**src/rtl/divs_pkg.sv**
```systemverilog
package divs_pkg;
    typedef enum logic [1:0] {
        ST_IDLE   = 2'd0,
        ST_DIVIDE = 2'd1,
        ST_SETTLE = 2'd2,
        ST_WAIT   = 2'd3
    } divs_state_e;

    localparam int unsigned LAT_START_DEF   = 12;
    localparam int unsigned LAT_NEG_DVD_DEF = 2;
    localparam int unsigned LAT_ABS_OVF_DEF = 4;
    localparam int unsigned LAT_BODY_DEF    = 110;
    localparam int unsigned LAT_SIGN_DEF    = 2;
    localparam int unsigned LAT_ZERO_DEF    = 2;
endpackage

```
**src/rtl/divs_magnitude.sv**
```systemverilog
module divs_magnitude #(
    parameter int unsigned W = 16
) (
    input  logic [W-1:0] value,
    output logic         negative,
    output logic [W-1:0] magnitude
);
    assign negative  = value[W-1];
    assign magnitude = negative ? W'(~value + 1'b1) : value;
endmodule

```
**src/rtl/divs_step.sv**
```systemverilog
module divs_step #(
    parameter int unsigned W = 16
) (
    input  logic [W:0]   part,
    input  logic         bit_in,
    input  logic [W-1:0] dvs,
    output logic [W:0]   part_nx,
    output logic         q_bit
);
    logic [W:0] shifted;

    always_comb begin
        shifted = {part[W-1:0], bit_in};
        q_bit   = (shifted >= {1'b0, dvs});
        part_nx = q_bit ? (shifted - {1'b0, dvs}) : shifted;
    end
endmodule

```
**src/rtl/divs_zero_weight.sv**
```systemverilog
module divs_zero_weight #(
    parameter int unsigned W        = 16,
    parameter int unsigned LAT_W    = 9,
    parameter int unsigned PER_ZERO = 2
) (
    input  logic [W-1:0]     quot,
    output logic [LAT_W-1:0] extra
);
    always_comb begin
        extra = '0;
        for (int i = 1; i < W; i++) begin
            if (!quot[i]) extra = extra + LAT_W'(PER_ZERO);
        end
    end
endmodule

```
**src/rtl/divs_timed_unit.sv**
```systemverilog
module divs_timed_unit
    import divs_pkg::*;
#(
    parameter int unsigned DVS_W       = 16,
    parameter int unsigned LAT_START   = LAT_START_DEF,
    parameter int unsigned LAT_NEG_DVD = LAT_NEG_DVD_DEF,
    parameter int unsigned LAT_ABS_OVF = LAT_ABS_OVF_DEF,
    parameter int unsigned LAT_BODY    = LAT_BODY_DEF,
    parameter int unsigned LAT_SIGN    = LAT_SIGN_DEF,
    parameter int unsigned LAT_ZERO    = LAT_ZERO_DEF
) (
    input  logic                 clk,
    input  logic                 rst_n,
    input  logic                 start,
    input  logic [2*DVS_W-1:0]   dividend,
    input  logic [DVS_W-1:0]     divisor,
    output logic                 busy,
    output logic                 done,
    output logic                 ovf,
    output logic [DVS_W-1:0]     quotient,
    output logic [DVS_W-1:0]     remainder
);
    localparam int unsigned DVD_W   = 2 * DVS_W;
    localparam int unsigned STEPS   = DVS_W;
    localparam int unsigned STEP_W  = $clog2(STEPS) + 1;
    localparam int unsigned LAT_MAX = LAT_START + LAT_NEG_DVD + LAT_BODY + LAT_SIGN
                                      + LAT_ZERO * (DVS_W - 1);
    localparam int unsigned LAT_W   = $clog2(LAT_MAX + 1) + 1;

    typedef struct packed {
        divs_state_e          state;
        logic [LAT_W-1:0]     cnt;
        logic [STEP_W-1:0]    step;
        logic [DVS_W:0]       part;
        logic [DVS_W-1:0]     qacc;
        logic [DVS_W-1:0]     dvs;
        logic                 neg_dvd;
        logic                 neg_dvs;
        logic                 pend_ovf;
        logic [DVS_W-1:0]     pend_q;
        logic [DVS_W-1:0]     pend_r;
        logic                 done;
        logic                 ovf;
        logic [DVS_W-1:0]     quot;
        logic [DVS_W-1:0]     remd;
    } divs_regs_t;

    divs_regs_t r_d, r_q;

    logic               dvd_neg, dvs_neg;
    logic [DVD_W-1:0]   dvd_mag;
    logic [DVS_W-1:0]   dvs_mag;
    logic [DVS_W:0]     step_part;
    logic               step_qbit;
    logic [LAT_W-1:0]   zero_extra;
    logic [LAT_W-1:0]   lat_c;
    logic               neg_q_c;
    logic               sgn_ovf_c;

    divs_magnitude #(.W(DVD_W)) u_dvd_mag (
        .value(dividend), .negative(dvd_neg), .magnitude(dvd_mag)
    );

    divs_magnitude #(.W(DVS_W)) u_dvs_mag (
        .value(divisor), .negative(dvs_neg), .magnitude(dvs_mag)
    );

    divs_step #(.W(DVS_W)) u_step (
        .part(r_q.part), .bit_in(r_q.qacc[DVS_W-1]), .dvs(r_q.dvs),
        .part_nx(step_part), .q_bit(step_qbit)
    );

    divs_zero_weight #(.W(DVS_W), .LAT_W(LAT_W), .PER_ZERO(LAT_ZERO)) u_zero (
        .quot(r_q.qacc), .extra(zero_extra)
    );

    always_comb begin
        r_d       = r_q;
        r_d.done  = 1'b0;
        lat_c     = LAT_W'(LAT_START) + (dvd_neg ? LAT_W'(LAT_NEG_DVD) : '0);
        neg_q_c   = r_q.neg_dvd ^ r_q.neg_dvs;
        sgn_ovf_c = r_q.qacc[DVS_W-1] && !(neg_q_c && (r_q.qacc[DVS_W-2:0] == '0));

        unique case (r_q.state)
            ST_IDLE: begin
                if (start) begin
                    if (dvd_mag[DVD_W-1:DVS_W] >= dvs_mag) begin
                        r_d.cnt      = lat_c + LAT_W'(LAT_ABS_OVF);
                        r_d.pend_ovf = 1'b1;
                        r_d.state    = ST_WAIT;
                    end else begin
                        lat_c = lat_c + LAT_W'(LAT_BODY);
                        if (!dvs_neg) begin
                            lat_c = dvd_neg ? (lat_c + LAT_W'(LAT_SIGN))
                                            : (lat_c - LAT_W'(LAT_SIGN));
                        end
                        r_d.cnt     = lat_c;
                        r_d.part    = {1'b0, dvd_mag[DVD_W-1:DVS_W]};
                        r_d.qacc    = dvd_mag[DVS_W-1:0];
                        r_d.dvs     = dvs_mag;
                        r_d.neg_dvd = dvd_neg;
                        r_d.neg_dvs = dvs_neg;
                        r_d.step    = '0;
                        r_d.state   = ST_DIVIDE;
                    end
                end
            end
            ST_DIVIDE: begin
                r_d.cnt  = r_q.cnt - 1'b1;
                r_d.part = step_part;
                r_d.qacc = {r_q.qacc[DVS_W-2:0], step_qbit};
                r_d.step = r_q.step + 1'b1;
                if (r_q.step == STEP_W'(STEPS - 1)) r_d.state = ST_SETTLE;
            end
            ST_SETTLE: begin
                r_d.cnt      = r_q.cnt - 1'b1 + zero_extra;
                r_d.pend_ovf = sgn_ovf_c;
                r_d.pend_q   = neg_q_c ? DVS_W'(~r_q.qacc + 1'b1) : r_q.qacc;
                r_d.pend_r   = r_q.neg_dvd ? DVS_W'(~r_q.part[DVS_W-1:0] + 1'b1)
                                           : r_q.part[DVS_W-1:0];
                r_d.state    = ST_WAIT;
            end
            ST_WAIT: begin
                if (r_q.cnt == LAT_W'(1)) begin
                    r_d.cnt   = '0;
                    r_d.done  = 1'b1;
                    r_d.ovf   = r_q.pend_ovf;
                    if (!r_q.pend_ovf) begin
                        r_d.quot = r_q.pend_q;
                        r_d.remd = r_q.pend_r;
                    end
                    r_d.state = ST_IDLE;
                end else begin
                    r_d.cnt = r_q.cnt - 1'b1;
                end
            end
            default: r_d.state = ST_IDLE;
        endcase
    end

    always_ff @(posedge clk) begin
        if (!rst_n) begin
            r_q       <= '0;
            r_q.state <= ST_IDLE;
        end else begin
            r_q <= r_d;
        end
    end

    assign busy      = (r_q.state != ST_IDLE);
    assign done      = r_q.done;
    assign ovf       = r_q.ovf;
    assign quotient  = r_q.quot;
    assign remainder = r_q.remd;
endmodule

```
**config.mk**
```make
export PLATFORM = sky130hd
export DESIGN_NAME = divs_timed_unit
export DESIGN_NICKNAME = d
export VERILOG_FILES = /design/src/rtl/divs_pkg.sv /design/src/rtl/divs_magnitude.sv /design/src/rtl/divs_step.sv /design/src/rtl/divs_zero_weight.sv /design/src/rtl/divs_timed_unit.sv
export SDC_FILE = /design/constraint.sdc
export NUM_CORES = 1
export LEC_CHECK = 0
export ABC_AREA = 1
export BUFFER_PORTS_ARGS = -buffer_cell sky130_fd_sc_hd__buf_4
export CELL_PAD_IN_SITES_DETAIL_PLACEMENT = 2
export CELL_PAD_IN_SITES_GLOBAL_PLACEMENT = 2
export CORE_ASPECT_RATIO = 1.75
export CORE_MARGIN = 4
export CORE_UTILIZATION = 34
export CTS_BUF_LIST = sky130_fd_sc_hd__clkbuf_16
export DETAILED_ROUTE_END_ITERATION = 8
export PLACE_DENSITY_LB_ADDON = 0.08
export SLEW_MARGIN = 10
export SYNTH_ARGS = -nofsm -noshare
export SYNTH_HDL_FRONTEND = slang
export SYNTH_SLANG_ARGS = --single-unit
```
**constraint.sdc**
```tcl
create_clock -name clk -period 9.58 [get_ports clk]
set_clock_uncertainty 0.05 [all_clocks]
set_input_delay 1.437 -clock clk [delete_from_list [all_inputs] [get_ports clk]]
set_output_delay 1.437 -clock clk [all_outputs]
set_load 0.02 [all_outputs]
```
==> impl_metrics.xml <==
<?xml version="1.0" encoding="UTF-8"?>
<metrics>
  <group name="yosys">
    <metric name="syn_inst" unit="">1604</metric>
    <metric name="synth_sequential_area_ratio" unit="%">25.3</metric>
    <metric name="synthMostInstantiatedCell" unit="">nand2_1</metric>
    <metric name="synth-edff-count" unit="">0</metric>
    <metric name="synth-async-reset-ratio" unit="%">0</metric>
    <metric name="synth_flop_cell" unit="">dfxtp_1</metric>
    <metric name="syn_avg_cell_area" unit="um^2">6.56</metric>
    <metric name="yosys.area.top_type_share" unit="%">25.3</metric>
    <metric name="netlist_area" unit="um^2">10500</metric>
    <metric name="synth_fp_nets" unit="">1727</metric>
    <metric name="yosys_warnings" unit="">0</metric>
    <metric name="area_leader_netlist" unit="">dfxtp_1</metric>
    <metric name="synth_top_cells_by_count" unit="">nand2_1, inv_1, nor2_1, o21ai_0, dfxtp_1</metric>
    <metric name="yosys.cell_types.count" unit="">50</metric>
    <metric name="synth.area.top_cells" unit="">dfxtp_1, nand2_1, inv_1</metric>
    <metric name="postSynthRegisterBits" unit="">133</metric>
  </group>
  <group name="grt">
    <metric name="grt_max_degree" unit="">83</metric>
    <metric name="grt_overflow" unit="">0</metric>
    <metric name="vias_in_the_first_global_route" unit="">11889</metric>
    <metric name="global_route_wire_length_before_repair" unit="mm">61.7</metric>
    <metric name="global_route.usage.total" unit="%">23.0</metric>
    <metric name="antenna_found_initial" unit="">0</metric>
  </group>
  <group name="routing">
    <metric name="detail_route.drc_violations" unit="">0</metric>
    <metric name="num_vias" unit="">10728</metric>
    <metric name="drtIter0Drc" unit="">319</metric>
    <metric name="drt-total-wl" unit="mm">38.7</metric>
    <metric name="detail_route.first_pass.iterations" unit="">4</metric>
    <metric name="remaining_number_of_nets_flagged_by_the_antenna_check_after_routing" unit="">0</metric>
    <metric name="detail_route.wl_per_cell" unit="um">19.1</metric>
    <metric name="route.detailed.vias_per_inst" unit="">5.29</metric>
  </group>
  <group name="job">
    <metric name="max_cap_violations" unit="">0</metric>
  </group>
  <group name="cts">
    <metric name="tritoncts" unit="">done</metric>
    <metric name="numCtsBuffers" unit="">17</metric>
    <metric name="htree_num_levels" unit="">4</metric>
    <metric name="worst_skew_pair.late_latency" unit="ps">450</metric>
    <metric name="cts_sinks" unit="">133</metric>
    <metric name="cts-root-buf" unit="">clkbuf_16</metric>
    <metric name="cts_hold_repair.buffers" unit="">0</metric>
    <metric name="clk_transition_reported_paths" unit="ps">70</metric>
    <metric name="cts_buffer_depth" unit="">2</metric>
  </group>
  <group name="setup_path">
    <metric name="crit_top_cell" unit="">nand2_1</metric>
    <metric name="timing.reg2reg.worst_path_depth" unit="">62</metric>
    <metric name="cp-start-kind" unit="">flop</metric>
    <metric name="worst_r2r_startpoint" unit="">r_q[86]</metric>
    <metric name="criticalPathCategory" unit="">reg2reg</metric>
    <metric name="reg2reg_setup_slack" unit="ps">770</metric>
    <metric name="timing.critical_path.slowest_stage_cell" unit="">dfxtp_4</metric>
    <metric name="worstSetupEndpointType" unit="">flop</metric>
    <metric name="worstPathArrival" unit="ps">9130</metric>
    <metric name="required_worst_endpoint" unit="ps">9900</metric>
    <metric name="delay_of_the_slowest_cell_on_the_worst_path" unit="ps">380</metric>
    <metric name="r2r_end" unit="">r_q[131]</metric>
    <metric name="worstPathMaxFanout" unit="">5</metric>
  </group>
  <group name="run_status">
    <metric name="outcome" unit="">complete, no violations</metric>
  </group>
  <group name="floorplanning">
    <metric name="placement_rows" unit="">85</metric>
    <metric name="fp.dieArea" unit="um^2">33900</metric>
    <metric name="initial_utilization" unit="%">34.4</metric>
    <metric name="die_w" unit="um">141</metric>
    <metric name="chipHeight" unit="um">241</metric>
    <metric name="number_of_placed_i_o_pins" unit="">86</metric>
    <metric name="placeableCoreArea" unit="um^2">30600</metric>
  </group>
  <group name="place">
    <metric name="port_buffers" unit="">85</metric>
    <metric name="routabilityCongestion" unit="">0.831</metric>
    <metric name="detailedPlacementHpwl" unit="mm">30.6</metric>
    <metric name="placedInstanceArea" unit="um^2">11200</metric>
    <metric name="detailedPlace.worstSlack" unit="ps">-38.5</metric>
  </group>
  <group name="sta">
    <metric name="unrepaired_setup_endpoints_after_global_routing" unit="">false</metric>
    <metric name="least_margin_pin_slew" unit="ps">1060</metric>
    <metric name="post-route-min-period" unit="ps">8810</metric>
    <metric name="setup-tns-final" unit="ps">0</metric>
    <metric name="timing_max_transition_violations_final" unit="">0</metric>
    <metric name="fmaxAchievable" unit="MHz">113</metric>
    <metric name="fin_ws" unit="ps">768</metric>
    <metric name="setup_viol_count_final" unit="">0</metric>
    <metric name="period_share" unit="%">92.0</metric>
    <metric name="worst_slew_margin_rel" unit="%">28.9</metric>
    <metric name="hold_viol" unit="">0</metric>
  </group>
  <group name="final_layout">
    <metric name="drive_above_1_share" unit="%">14.5</metric>
    <metric name="layout.core_utilization" unit="%">39.1</metric>
    <metric name="areaGrowthSynthToFinish" unit="%">13.9</metric>
    <metric name="insertedDiodeCount" unit="">0</metric>
    <metric name="finish.net_count" unit="">1747</metric>
    <metric name="layout.area.seq" unit="um^2">2670</metric>
    <metric name="final_area" unit="um^2">12000</metric>
    <metric name="num-fill-cells" unit="">3810</metric>
    <metric name="multiInputGateArea" unit="um^2">6560</metric>
  </group>
  <group name="min_path">
    <metric name="hold_path.class" unit="">reg2reg</metric>
    <metric name="whs_endpoint" unit="">r_q[76]</metric>
    <metric name="worst_hold_startpoint" unit="">r_q[76]</metric>
    <metric name="hold_path_depth" unit="">2</metric>
  </group>
</metrics>
## flip-flops by register name, indices dropped and copies added (netlist names)
name,flops
ovf,1
done,1
r_q,99
quotient,16
remainder,16
## cells in the final DEF, fill, tap and decap left out, types with 3 or more instances in the layout
master,n
a211oi_1,4
a21oi_1,93
a22oi_1,16
a31oi_1,11
buf_4,95
bufinv_16,4
clkbuf_16,17
clkinv_1,4
clkinvlp_4,3
dfxtp_1,131
ha_1,65
ha_4,4
inv_1,231
inv_2,8
inv_6,6
nand2_1,244
nand2_2,47
nand3_1,65
nand3_2,21
nand3b_1,5
nand4_1,6
nor2_1,193
nor2_2,9
nor3_1,35
nor4_1,5
o211ai_1,26
o21ai_0,138
o21ai_1,3
o21bai_1,3
o221ai_1,20
o32ai_1,4
or2_2,9
xnor2_1,36
xor2_1,40
## layer usage
metal	share of wire [%]	vias up	GRT usage, %
met5	0	-	0
met4	3.6	0	9.23
met3	1.3	61	2.50
met2	61	105	50.1
met1	34	5318	20.6
li1	-	5244	-
## kinds of logic after synthesis
family,after synthesis,synth area share [%]
and+or+nand+nor,648,27.7
DFF,133,25.3
xor gates and xnor gates,76,6.33
buffers and inverters,338,13.4
adders and majority gates,72,8.70
AOI/OAI and AO/OA,337,18.6
## timing repair
item	CTS	global route
resized for setup	2	25
pin swaps	0	6
buffers inserted	0	3
endpoints found under the setup margin	1	5
## stage by stage
step / hold slack, ps / instances
floorplan: 385 / 1604
global placement: 403 / 1993
detailed placement: 416 / 1993
CTS: 427 / 2025
global route: 437 / 2028
finish: 425 / 2028
## worst max path at each step
stage | end | startpoint | slack (ps)
after detailed placement | r_q[131] | r_q[87] | -40
after global routing | r_q[131] | r_q[86] | 20
after floorplan | r_q[131] | r_q[87] | 1310
after CTS | r_q[131] | r_q[87] | 20
final | r_q[131] | r_q[86] | 770
after global placement | r_q[131] | r_q[87] | 510
## critical path: cells and delay by family (launching register included)
family / cells / cell delay (ps)
AO/OA/AOI/OAI: 7 / 900
XOR/XNOR: 1 / 120
adder cells (fa/ha/maj): 13 / 3530
buffers and inverters: 8 / 520
flip-flops: 1 / 380
AND/OR/NAND/NOR: 33 / 3260
## layout make-up
type / count / area share (%)
multi-input combinational: 1133 / 54.7
sequential: 133 / 22.3
inverter: 244 / 7.66
timing repair buffer: 95 / 5.95
tap: 391 / 4.08
clock buffer: 17 / 3.55
clock inverter: 15 / 1.80
Power is left out: the tool's default activity adds up to more than one toggle a clock period on the data nets, which glitch-free logic cannot reach.
